**config.mk**
```make
export PLATFORM = sky130hd
export DESIGN_NAME = dual_pipe_compositor
export DESIGN_NICKNAME = d
export VERILOG_FILES = /design/src/rtl/cmp_pkg.sv /design/src/rtl/cmp_layer_hit.sv /design/src/rtl/cmp_pipe_arbiter.sv /design/src/rtl/cmp_pipe_blend.sv /design/src/rtl/dual_pipe_compositor.sv
export SDC_FILE = /design/constraint.sdc
export NUM_CORES = 2
export LEC_CHECK = 0
export ABC_CLOCK_PERIOD_IN_PS = 29100
export BUFFER_PORTS_ARGS = -buffer_cell sky130_fd_sc_hd__buf_2
export CAP_MARGIN = 20
export CELL_PAD_IN_SITES_DETAIL_PLACEMENT = 1
export CELL_PAD_IN_SITES_GLOBAL_PLACEMENT = 1
export CORE_MARGIN = 5
export CORE_UTILIZATION = 40
export DETAILED_ROUTE_END_ITERATION = 8
export PLACE_DENSITY_LB_ADDON = 0.1
export SLEW_MARGIN = 20
export SYNTH_ARGS = -nofsm -noshare
export SYNTH_HDL_FRONTEND = slang
export SYNTH_SLANG_ARGS = --single-unit
```
**constraint.sdc**
```tcl
create_clock -name clk -period 29.1 [get_ports clk]
set_input_delay 4.365 -clock clk [delete_from_list [all_inputs] [get_ports clk]]
set_output_delay 4.365 -clock clk [all_outputs]
set_load 0.05 [all_outputs]
```
**src/rtl/cmp_pkg.sv**
```systemverilog
package cmp_pkg;

    localparam int CH_W   = 8;
    localparam int RGB_W  = 3 * CH_W;
    localparam int ARGB_W = 4 * CH_W;
    localparam logic [CH_W-1:0] ALPHA_FULL = 8'hFF;

    typedef struct packed {
        logic [CH_W-1:0] a;
        logic [CH_W-1:0] r;
        logic [CH_W-1:0] g;
        logic [CH_W-1:0] b;
    } argb_t;

    // Winner of one pipe: coverage flag, effective alpha, colour.
    typedef struct packed {
        logic             hit;
        logic [CH_W-1:0]  alpha;
        logic [RGB_W-1:0] rgb;
    } pipe_px_t;

    // (p*q + 127) / 255, rounded product of two unit fractions.
    function automatic logic [CH_W-1:0] mul_norm(input logic [CH_W-1:0] p,
                                                 input logic [CH_W-1:0] q);
        logic [15:0] t;
        t = 16'(p) * 16'(q) + 16'd127;
        return CH_W'(t / 16'd255);
    endfunction

    function automatic logic [CH_W-1:0] blend_ch(input logic [CH_W-1:0] a,
                                                 input logic [CH_W-1:0] top,
                                                 input logic [CH_W-1:0] bot);
        logic [15:0] s;
        s = 16'(a) * 16'(top) + 16'(ALPHA_FULL - a) * 16'(bot) + 16'd127;
        return CH_W'(s / 16'd255);
    endfunction

    function automatic logic [RGB_W-1:0] blend_rgb(input logic [CH_W-1:0] a,
                                                   input logic [RGB_W-1:0] top,
                                                   input logic [RGB_W-1:0] bot);
        logic [RGB_W-1:0] res;
        for (int c = 0; c < 3; c++) begin
            res[c*CH_W +: CH_W] = blend_ch(a, top[c*CH_W +: CH_W], bot[c*CH_W +: CH_W]);
        end
        return res;
    endfunction

endpackage

```
**src/rtl/cmp_layer_hit.sv**
```systemverilog
module cmp_layer_hit #(
    parameter int COORD_W = 12
) (
    input  logic               en_i,
    input  logic [COORD_W-1:0] x_i,
    input  logic [COORD_W:0]   line_i,
    input  logic [COORD_W-1:0] org_x_i,
    input  logic [COORD_W-1:0] org_y_i,
    input  logic [COORD_W-1:0] size_w_i,
    input  logic [COORD_W-1:0] size_h_i,
    output logic               hit_o
);
    // One extra bit keeps the far edge from wrapping.
    logic [COORD_W:0] x_wide, x_lo, x_hi, y_lo, y_hi;

    always_comb begin
        x_wide = {1'b0, x_i};
        x_lo   = {1'b0, org_x_i};
        y_lo   = {1'b0, org_y_i};
        x_hi   = x_lo + {1'b0, size_w_i};
        y_hi   = y_lo + {1'b0, size_h_i};
        hit_o  = en_i && (x_wide >= x_lo) && (x_wide < x_hi)
                      && (line_i >= y_lo) && (line_i < y_hi);
    end
endmodule

```
**src/rtl/cmp_pipe_arbiter.sv**
```systemverilog
module cmp_pipe_arbiter
    import cmp_pkg::*;
#(
    parameter int               NUM_LAYERS    = 4,
    parameter int               PRIO_W        = 2,
    parameter logic             PIPE_ID       = 1'b0,
    parameter logic             LOW_ALPHA_BUG = 1'b0,
    parameter logic [RGB_W-1:0] BG_RGB        = '0
) (
    input  logic [NUM_LAYERS-1:0]        hit_i,
    input  logic [NUM_LAYERS-1:0]        pipe_sel_i,
    input  logic [NUM_LAYERS*PRIO_W-1:0] prio_i,
    input  logic [NUM_LAYERS*ARGB_W-1:0] argb_i,
    input  logic [NUM_LAYERS*CH_W-1:0]   galpha_i,
    input  logic [NUM_LAYERS-1:0]        galpha_en_i,
    output pipe_px_t                     px_o,
    output logic [NUM_LAYERS-1:0]        grant_o
);
    localparam int IDX_W = (NUM_LAYERS > 1) ? $clog2(NUM_LAYERS) : 1;

    logic              found;
    logic [IDX_W-1:0]  best_idx;
    logic [PRIO_W-1:0] best_prio;
    argb_t             win_px;
    logic [CH_W-1:0]   eff_alpha;
    logic              hide;

    // Strictly-greater compare in ascending index order: ties keep the lower index.
    always_comb begin
        found     = 1'b0;
        best_idx  = '0;
        best_prio = '0;
        for (int i = 0; i < NUM_LAYERS; i++) begin
            if (hit_i[i] && (pipe_sel_i[i] == PIPE_ID) &&
                (!found || (prio_i[i*PRIO_W +: PRIO_W] > best_prio))) begin
                found     = 1'b1;
                best_idx  = IDX_W'(i);
                best_prio = prio_i[i*PRIO_W +: PRIO_W];
            end
        end
    end

    always_comb begin
        win_px    = argb_t'(argb_i[int'(best_idx)*ARGB_W +: ARGB_W]);
        eff_alpha = galpha_en_i[best_idx]
                  ? mul_norm(win_px.a, galpha_i[int'(best_idx)*CH_W +: CH_W])
                  : win_px.a;
        hide      = LOW_ALPHA_BUG && found && (best_prio == '0) && (eff_alpha != ALPHA_FULL);
        grant_o   = found ? (NUM_LAYERS'(1) << best_idx) : '0;
        px_o.hit  = found;
        px_o.alpha = found ? eff_alpha : '0;
        px_o.rgb   = (!found || hide) ? BG_RGB : {win_px.r, win_px.g, win_px.b};
    end
endmodule

```
**src/rtl/cmp_pipe_blend.sv**
```systemverilog
module cmp_pipe_blend
    import cmp_pkg::*;
(
    input  pipe_px_t          top_i,
    input  logic [RGB_W-1:0]  bot_i,
    output logic [RGB_W-1:0]  rgb_o
);
    always_comb begin
        rgb_o = top_i.hit ? blend_rgb(top_i.alpha, top_i.rgb, bot_i) : bot_i;
    end
endmodule

```
**src/rtl/dual_pipe_compositor.sv**
```systemverilog
module dual_pipe_compositor
    import cmp_pkg::*;
#(
    parameter int               NUM_LAYERS          = 4,
    parameter int               COORD_W             = 12,
    parameter int               PRIO_W              = 2,
    parameter logic [RGB_W-1:0] BG_RGB              = 24'h000000,
    parameter logic             LOW_PLANE_ALPHA_BUG = 1'b0
) (
    input  logic                          clk,
    input  logic                          rst,
    input  logic                          pix_valid_i,
    input  logic [COORD_W-1:0]            ras_x_i,
    input  logic [COORD_W-1:0]            ras_y_i,
    input  logic                          field_odd_i,
    input  logic                          interlace_en_i,
    input  logic [COORD_W-1:0]            disp_w_i,
    input  logic [COORD_W-1:0]            disp_h_i,
    input  logic [NUM_LAYERS-1:0]         layer_en_i,
    input  logic [NUM_LAYERS-1:0]         layer_pipe_i,
    input  logic [NUM_LAYERS*PRIO_W-1:0]  layer_prio_i,
    input  logic [NUM_LAYERS*COORD_W-1:0] layer_x_i,
    input  logic [NUM_LAYERS*COORD_W-1:0] layer_y_i,
    input  logic [NUM_LAYERS*COORD_W-1:0] layer_w_i,
    input  logic [NUM_LAYERS*COORD_W-1:0] layer_h_i,
    input  logic [NUM_LAYERS*CH_W-1:0]    glb_alpha_i,
    input  logic [NUM_LAYERS-1:0]         glb_alpha_en_i,
    input  logic [NUM_LAYERS*ARGB_W-1:0]  layer_argb_i,
    output logic                          out_valid_o,
    output logic [RGB_W-1:0]              out_rgb_o
);
    localparam int NUM_PIPES = 2;

    // ---------------- stage 0: coverage and per-pipe selection
    logic [COORD_W:0]      frame_line;
    logic                  in_area;
    logic [NUM_LAYERS-1:0] layer_hit;
    pipe_px_t              pipe_px [NUM_PIPES];
    logic [NUM_LAYERS-1:0] pipe_grant [NUM_PIPES];
    logic [NUM_LAYERS-1:0] grant_p0, grant_p1;

    always_comb begin
        frame_line = interlace_en_i ? {ras_y_i, field_odd_i} : {1'b0, ras_y_i};
        in_area    = ({1'b0, ras_x_i} < {1'b0, disp_w_i}) && (frame_line < {1'b0, disp_h_i});
    end

    for (genvar li = 0; li < NUM_LAYERS; li++) begin : g_layer
        cmp_layer_hit #(.COORD_W(COORD_W)) u_hit (
            .en_i     (layer_en_i[li]),
            .x_i      (ras_x_i),
            .line_i   (frame_line),
            .org_x_i  (layer_x_i[li*COORD_W +: COORD_W]),
            .org_y_i  (layer_y_i[li*COORD_W +: COORD_W]),
            .size_w_i (layer_w_i[li*COORD_W +: COORD_W]),
            .size_h_i (layer_h_i[li*COORD_W +: COORD_W]),
            .hit_o    (layer_hit[li])
        );
    end

    for (genvar pi = 0; pi < NUM_PIPES; pi++) begin : g_pipe
        cmp_pipe_arbiter #(
            .NUM_LAYERS    (NUM_LAYERS),
            .PRIO_W        (PRIO_W),
            .PIPE_ID       (pi[0]),
            .LOW_ALPHA_BUG ((pi == 0) ? LOW_PLANE_ALPHA_BUG : 1'b0),
            .BG_RGB        (BG_RGB)
        ) u_arb (
            .hit_i       (layer_hit),
            .pipe_sel_i  (layer_pipe_i),
            .prio_i      (layer_prio_i),
            .argb_i      (layer_argb_i),
            .galpha_i    (glb_alpha_i),
            .galpha_en_i (glb_alpha_en_i),
            .px_o        (pipe_px[pi]),
            .grant_o     (pipe_grant[pi])
        );
    end

    assign grant_p0 = pipe_grant[0];
    assign grant_p1 = pipe_grant[1];

    // Pipe 0 is opaque over the background; its alpha has no use here.
    logic unused_p0_alpha;
    assign unused_p0_alpha = &{1'b0, pipe_px[0].alpha, pipe_px[0].hit};

    // ---------------- stage 1 registers
    logic             s1_valid;
    logic             s1_active;
    pipe_px_t         s1_top;
    logic [RGB_W-1:0] s1_bot;

    always_ff @(posedge clk) begin
        if (rst) begin
            s1_valid  <= 1'b0;
            s1_active <= 1'b0;
            s1_top    <= '0;
            s1_bot    <= '0;
        end else begin
            s1_valid  <= pix_valid_i;
            s1_active <= in_area;
            s1_top    <= pipe_px[1];
            s1_bot    <= pipe_px[0].rgb;
        end
    end

    // ---------------- stage 2: blend pipe 1 over pipe 0
    logic [RGB_W-1:0] mix_rgb;

    cmp_pipe_blend u_blend (
        .top_i (s1_top),
        .bot_i (s1_bot),
        .rgb_o (mix_rgb)
    );

    always_ff @(posedge clk) begin
        if (rst) begin
            out_valid_o <= 1'b0;
            out_rgb_o   <= '0;
        end else begin
            out_valid_o <= s1_valid;
            if (!s1_valid)       out_rgb_o <= '0;
            else if (!s1_active) out_rgb_o <= BG_RGB;
            else                 out_rgb_o <= mix_rgb;
        end
    end
endmodule

```
==> flow_summary.rst <==
.. list-table::
   :header-rows: 1

   * - Metric
     - Value
   * - Status
     - completed
   * - Floorplan die area
     - 98400 um2
   * - Slowest stage cell, crit path
     - sky130_fd_sc_hd__o41ai_1
   * - Post-synthesis cell area
     - 36900 um2
   * - Delay of the slowest critical-path stage
     - 0.77 ns
   * - Die height
     - 314 um
   * - Max-cap check violation count
     - 0
   * - Worst-margin pin slew
     - 0.908 ns
   * - Post-DRT Antenna Nets
     - 0
   * - Wire length of the first global-routing pass
     - 201000 um
   * - Count of hold-fix buffers inserted at cts
     - 0
   * - Slack of the worst reg-to-reg path
     - 16.25 ns
   * - Commonest cells post-synth
     - sky130_fd_sc_hd__inv_1 (608), sky130_fd_sc_hd__ha_1 (525), sky130_fd_sc_hd__fa_1 (359)
   * - Post-Route Setup TNS
     - 0 ns
   * - Headroom to the max-slew limit
     - 38.6%
   * - Critical R2R Capture
     - out_rgb_o[16]
   * - Kind of start point of the critical path
     - input port
   * - Fmax
     - 44.6 MHz
   * - Clock net sink count
     - 84
   * - Data required time of the critical path
     - 29.39 ns
   * - GRT Resource Usage Total
     - 25.3%
   * - Worst-Skew Late Latency
     - 0.39 ns
   * - Final weighted congestion in routability-driven placement
     - 0.905
   * - Crit path top cell by count
     - sky130_fd_sc_hd__o21a_1
   * - Effective utilization at floorplan
     - 40.3%
   * - Resize count post-CTS
     - 0
   * - CTS tree
     - done
   * - Placed wire-length estimate after detailed placement
     - 109000 um
   * - Share of synthesized registers carrying an async set or reset
     - 0%
   * - Antenna violations before repair
     - 79
   * - Average footprint of a synthesized cell
     - 8.03 um2
   * - Worst-path clk slew
     - 0.07 ns
   * - Maximum fanout encountered on the critical timing path
     - 60
   * - Critical path endpoint category
     - register
   * - Fill count
     - 11300
   * - Endpoint arrival time on the critical path
     - 22.70 ns
   * - Total Nets Final
     - 6246
   * - Routed via count
     - 34500
   * - Predominant post-synthesis flop cell
     - sky130_fd_sc_hd__dfxtp_1
   * - Yosys top cell area share
     - 19.5%
   * - Post-DR vias/cell
     - 5.59
   * - Remaining global-route overflow
     - 0
   * - Number of buffers inserted by port buffering
     - 449
   * - Cell at the root of the clock tree
     - sky130_fd_sc_hd__clkbuf_16
   * - Final Max Slew Viols
     - 0
   * - Final setup violation count
     - 0
   * - Post-Route Skew
     - 0.0128 ns
   * - Number of stages on the worst hold path
     - 1
   * - Critical Setup Path Class
     - input port to register
   * - Most frequent cell after synthesis
     - sky130_fd_sc_hd__inv_1
   * - Count of buffers added by post-CTS timing repair for setup
     - 0
   * - R2R Path Start
     - s1_top[25]
   * - RSZ-0062 raised after global routing
     - false
   * - Number of placement rows
     - 111
   * - Cells taking the most area after synthesis
     - sky130_fd_sc_hd__fa_1 (19%), sky130_fd_sc_hd__ha_1 (18%), sky130_fd_sc_hd__inv_1 (6.2%), sky130_fd_sc_hd__dfxtp_1 (4.6%), sky130_fd_sc_hd__a21oi_1 (3.6%)
   * - Number of endpoints with negative hold slack in the final report
     - 0
   * - Number of flops mapped to enable cells by yosys
     - 0
   * - Total length of routed wires
     - 127000 um
   * - Flops & latches, synth
     - 84
   * - Area of the core
     - 91500 um2
   * - Top Ports
     - 450
   * - Count of unique library cells instantiated by Yosys
     - 140
   * - Clock period minus worst slack
     - 22.41 ns
   * - Post-synthesis cell type with the largest combined area
     - sky130_fd_sc_hd__fa_1
   * - Worst hold path startpoint
     - s1_valid
   * - DIE WIDTH
     - 314 um
   * - Vias in the first global route
     - 36300
   * - Largest net degree at the start of global routing
     - 81
   * - Cells after synthesis
     - 4591
   * - Average detailed-routed wire length per instance
     - 20.6 um
   * - Min-Delay Path Class
     - register to register
   * - Cells on worst reg2reg path
     - 40
   * - Layout cells sized above 1
     - 13.8%
   * - Number of levels the H-tree was split into
     - 3
   * - Total iterations of the first detailed-routing run
     - 5
   * - TritonCTS buffer count
     - 9
   * - Worst Hold Endpoint
     - out_valid_o
   * - Area growth syn-to-layout
     - 10.3%
   * - Post-route fraction of the period consumed by the critical path
     - 77.0%
   * - Number of DRC violations after detailed-routing iteration 0
     - 1557
   * - Synthesized Nets
     - 5900
   * - Post-route DRC
     - 0
   * - Buffer levels on the longest clock path
     - 2
   * - Portion of the post-synthesis area used by sequential elements
     - 4.56%
   * - Synth Warn #
     - 0
## how the worst max path moves through the flow
stage	startpoint	end	depth (start not counted)
after floorplan	interlace_en_i	s1_top[24]	78
after global placement	interlace_en_i	s1_top[24]	70
after detailed placement	interlace_en_i	s1_top[24]	70
after CTS	interlace_en_i	s1_top[24]	70
after global routing	layer_y_i[0]	s1_top[24]	73
final	interlace_en_i	s1_top[24]	70
## state kept, by name, summed over array words and instances (netlist names)
signal and count:
s1_top 33, s1_active 1, s1_valid 1, out_valid_o 1, s1_bot 24, out_rgb_o 24
## layer usage
metal | track usage [%] | wire length (um) | vias up
met5 | 0.494 | 339 | -
met4 | 7.97 | 3100 | 44
met3 | 5.57 | 7380 | 166
met2 | 41.8 | 59500 | 730
met1 | 33.2 | 56800 | 16900
li1 | - | - | 16700
## cell usage in the layout, fill, tap and decap left out, drive strengths merged, types with 53 or more instances in the layout
master / count
o21a: 93
nor2: 345
dfxtp: 84
xnor2: 117
and2: 122
mux2i: 111
a211oi: 60
inv: 609
nor3: 66
a21oi: 271
ha: 525
buf: 471
a21o: 116
nand3: 101
o21ai: 175
nand2: 289
o21bai: 53
fa: 359
nand2b: 164
nor2b: 117
nand4: 57
## through the flow
step	hold WS (ns)	worst slack (ns)	util, %	cell area [um2]	std cells
final	0.467	6.69	44.5	40700	6175
after detailed placement	0.460	6.50	44.0	40300	6112
after global placement	0.455	6.98	44.0	40300	6112
after CTS	0.470	6.88	44.3	40600	6128
after floorplan	0.444	7.19	-	36900	4591
after global routing	0.484	5.23	44.4	40700	6168
## cell families (layout without fill, tap and decap cells)
family / Yosys count / after routing / synth area share [%]
other: 0 / 47 / 0
flip-flops: 84 / 84 / 4.56
buffers and inverters: 744 / 1095 / 7.70
AO/OA/AOI/OAI: 1109 / 1109 / 21.4
AND/OR/NAND/NOR: 1467 / 1467 / 21.0
multiplexers: 137 / 137 / 3.82
adder cells (fa/ha/maj): 893 / 893 / 37.5
XOR/XNOR: 157 / 157 / 3.97
## worst max-delay path: cells and delay by family
kind            cells  cell delay, ns
compound gates     31            8.53
xor+xnor            1            0.28
fa+ha+maj          10            3.91
buf+inv             6            1.03
mux                 4            1.19
simple gates       18            3.31
## area by class of cell
class / count / area (um2) / area share (%)
Tap cell: 1186 / 1480 / 3.65
Antenna cell: 47 / 118 / 0.289
Clock inverter: 6 / 72.6 / 0.178
Timing Repair Buffer: 471 / 2410 / 5.93
Sequential cell: 84 / 1680 / 4.14
Clock buffer: 10 / 229 / 0.563
Inverter: 608 / 2280 / 5.61
Multi-Input combinational cell: 3763 / 32400 / 79.6
Power is left out: the tool's default activity adds up to more than one toggle a clock period on the data nets, which glitch-free logic cannot reach.
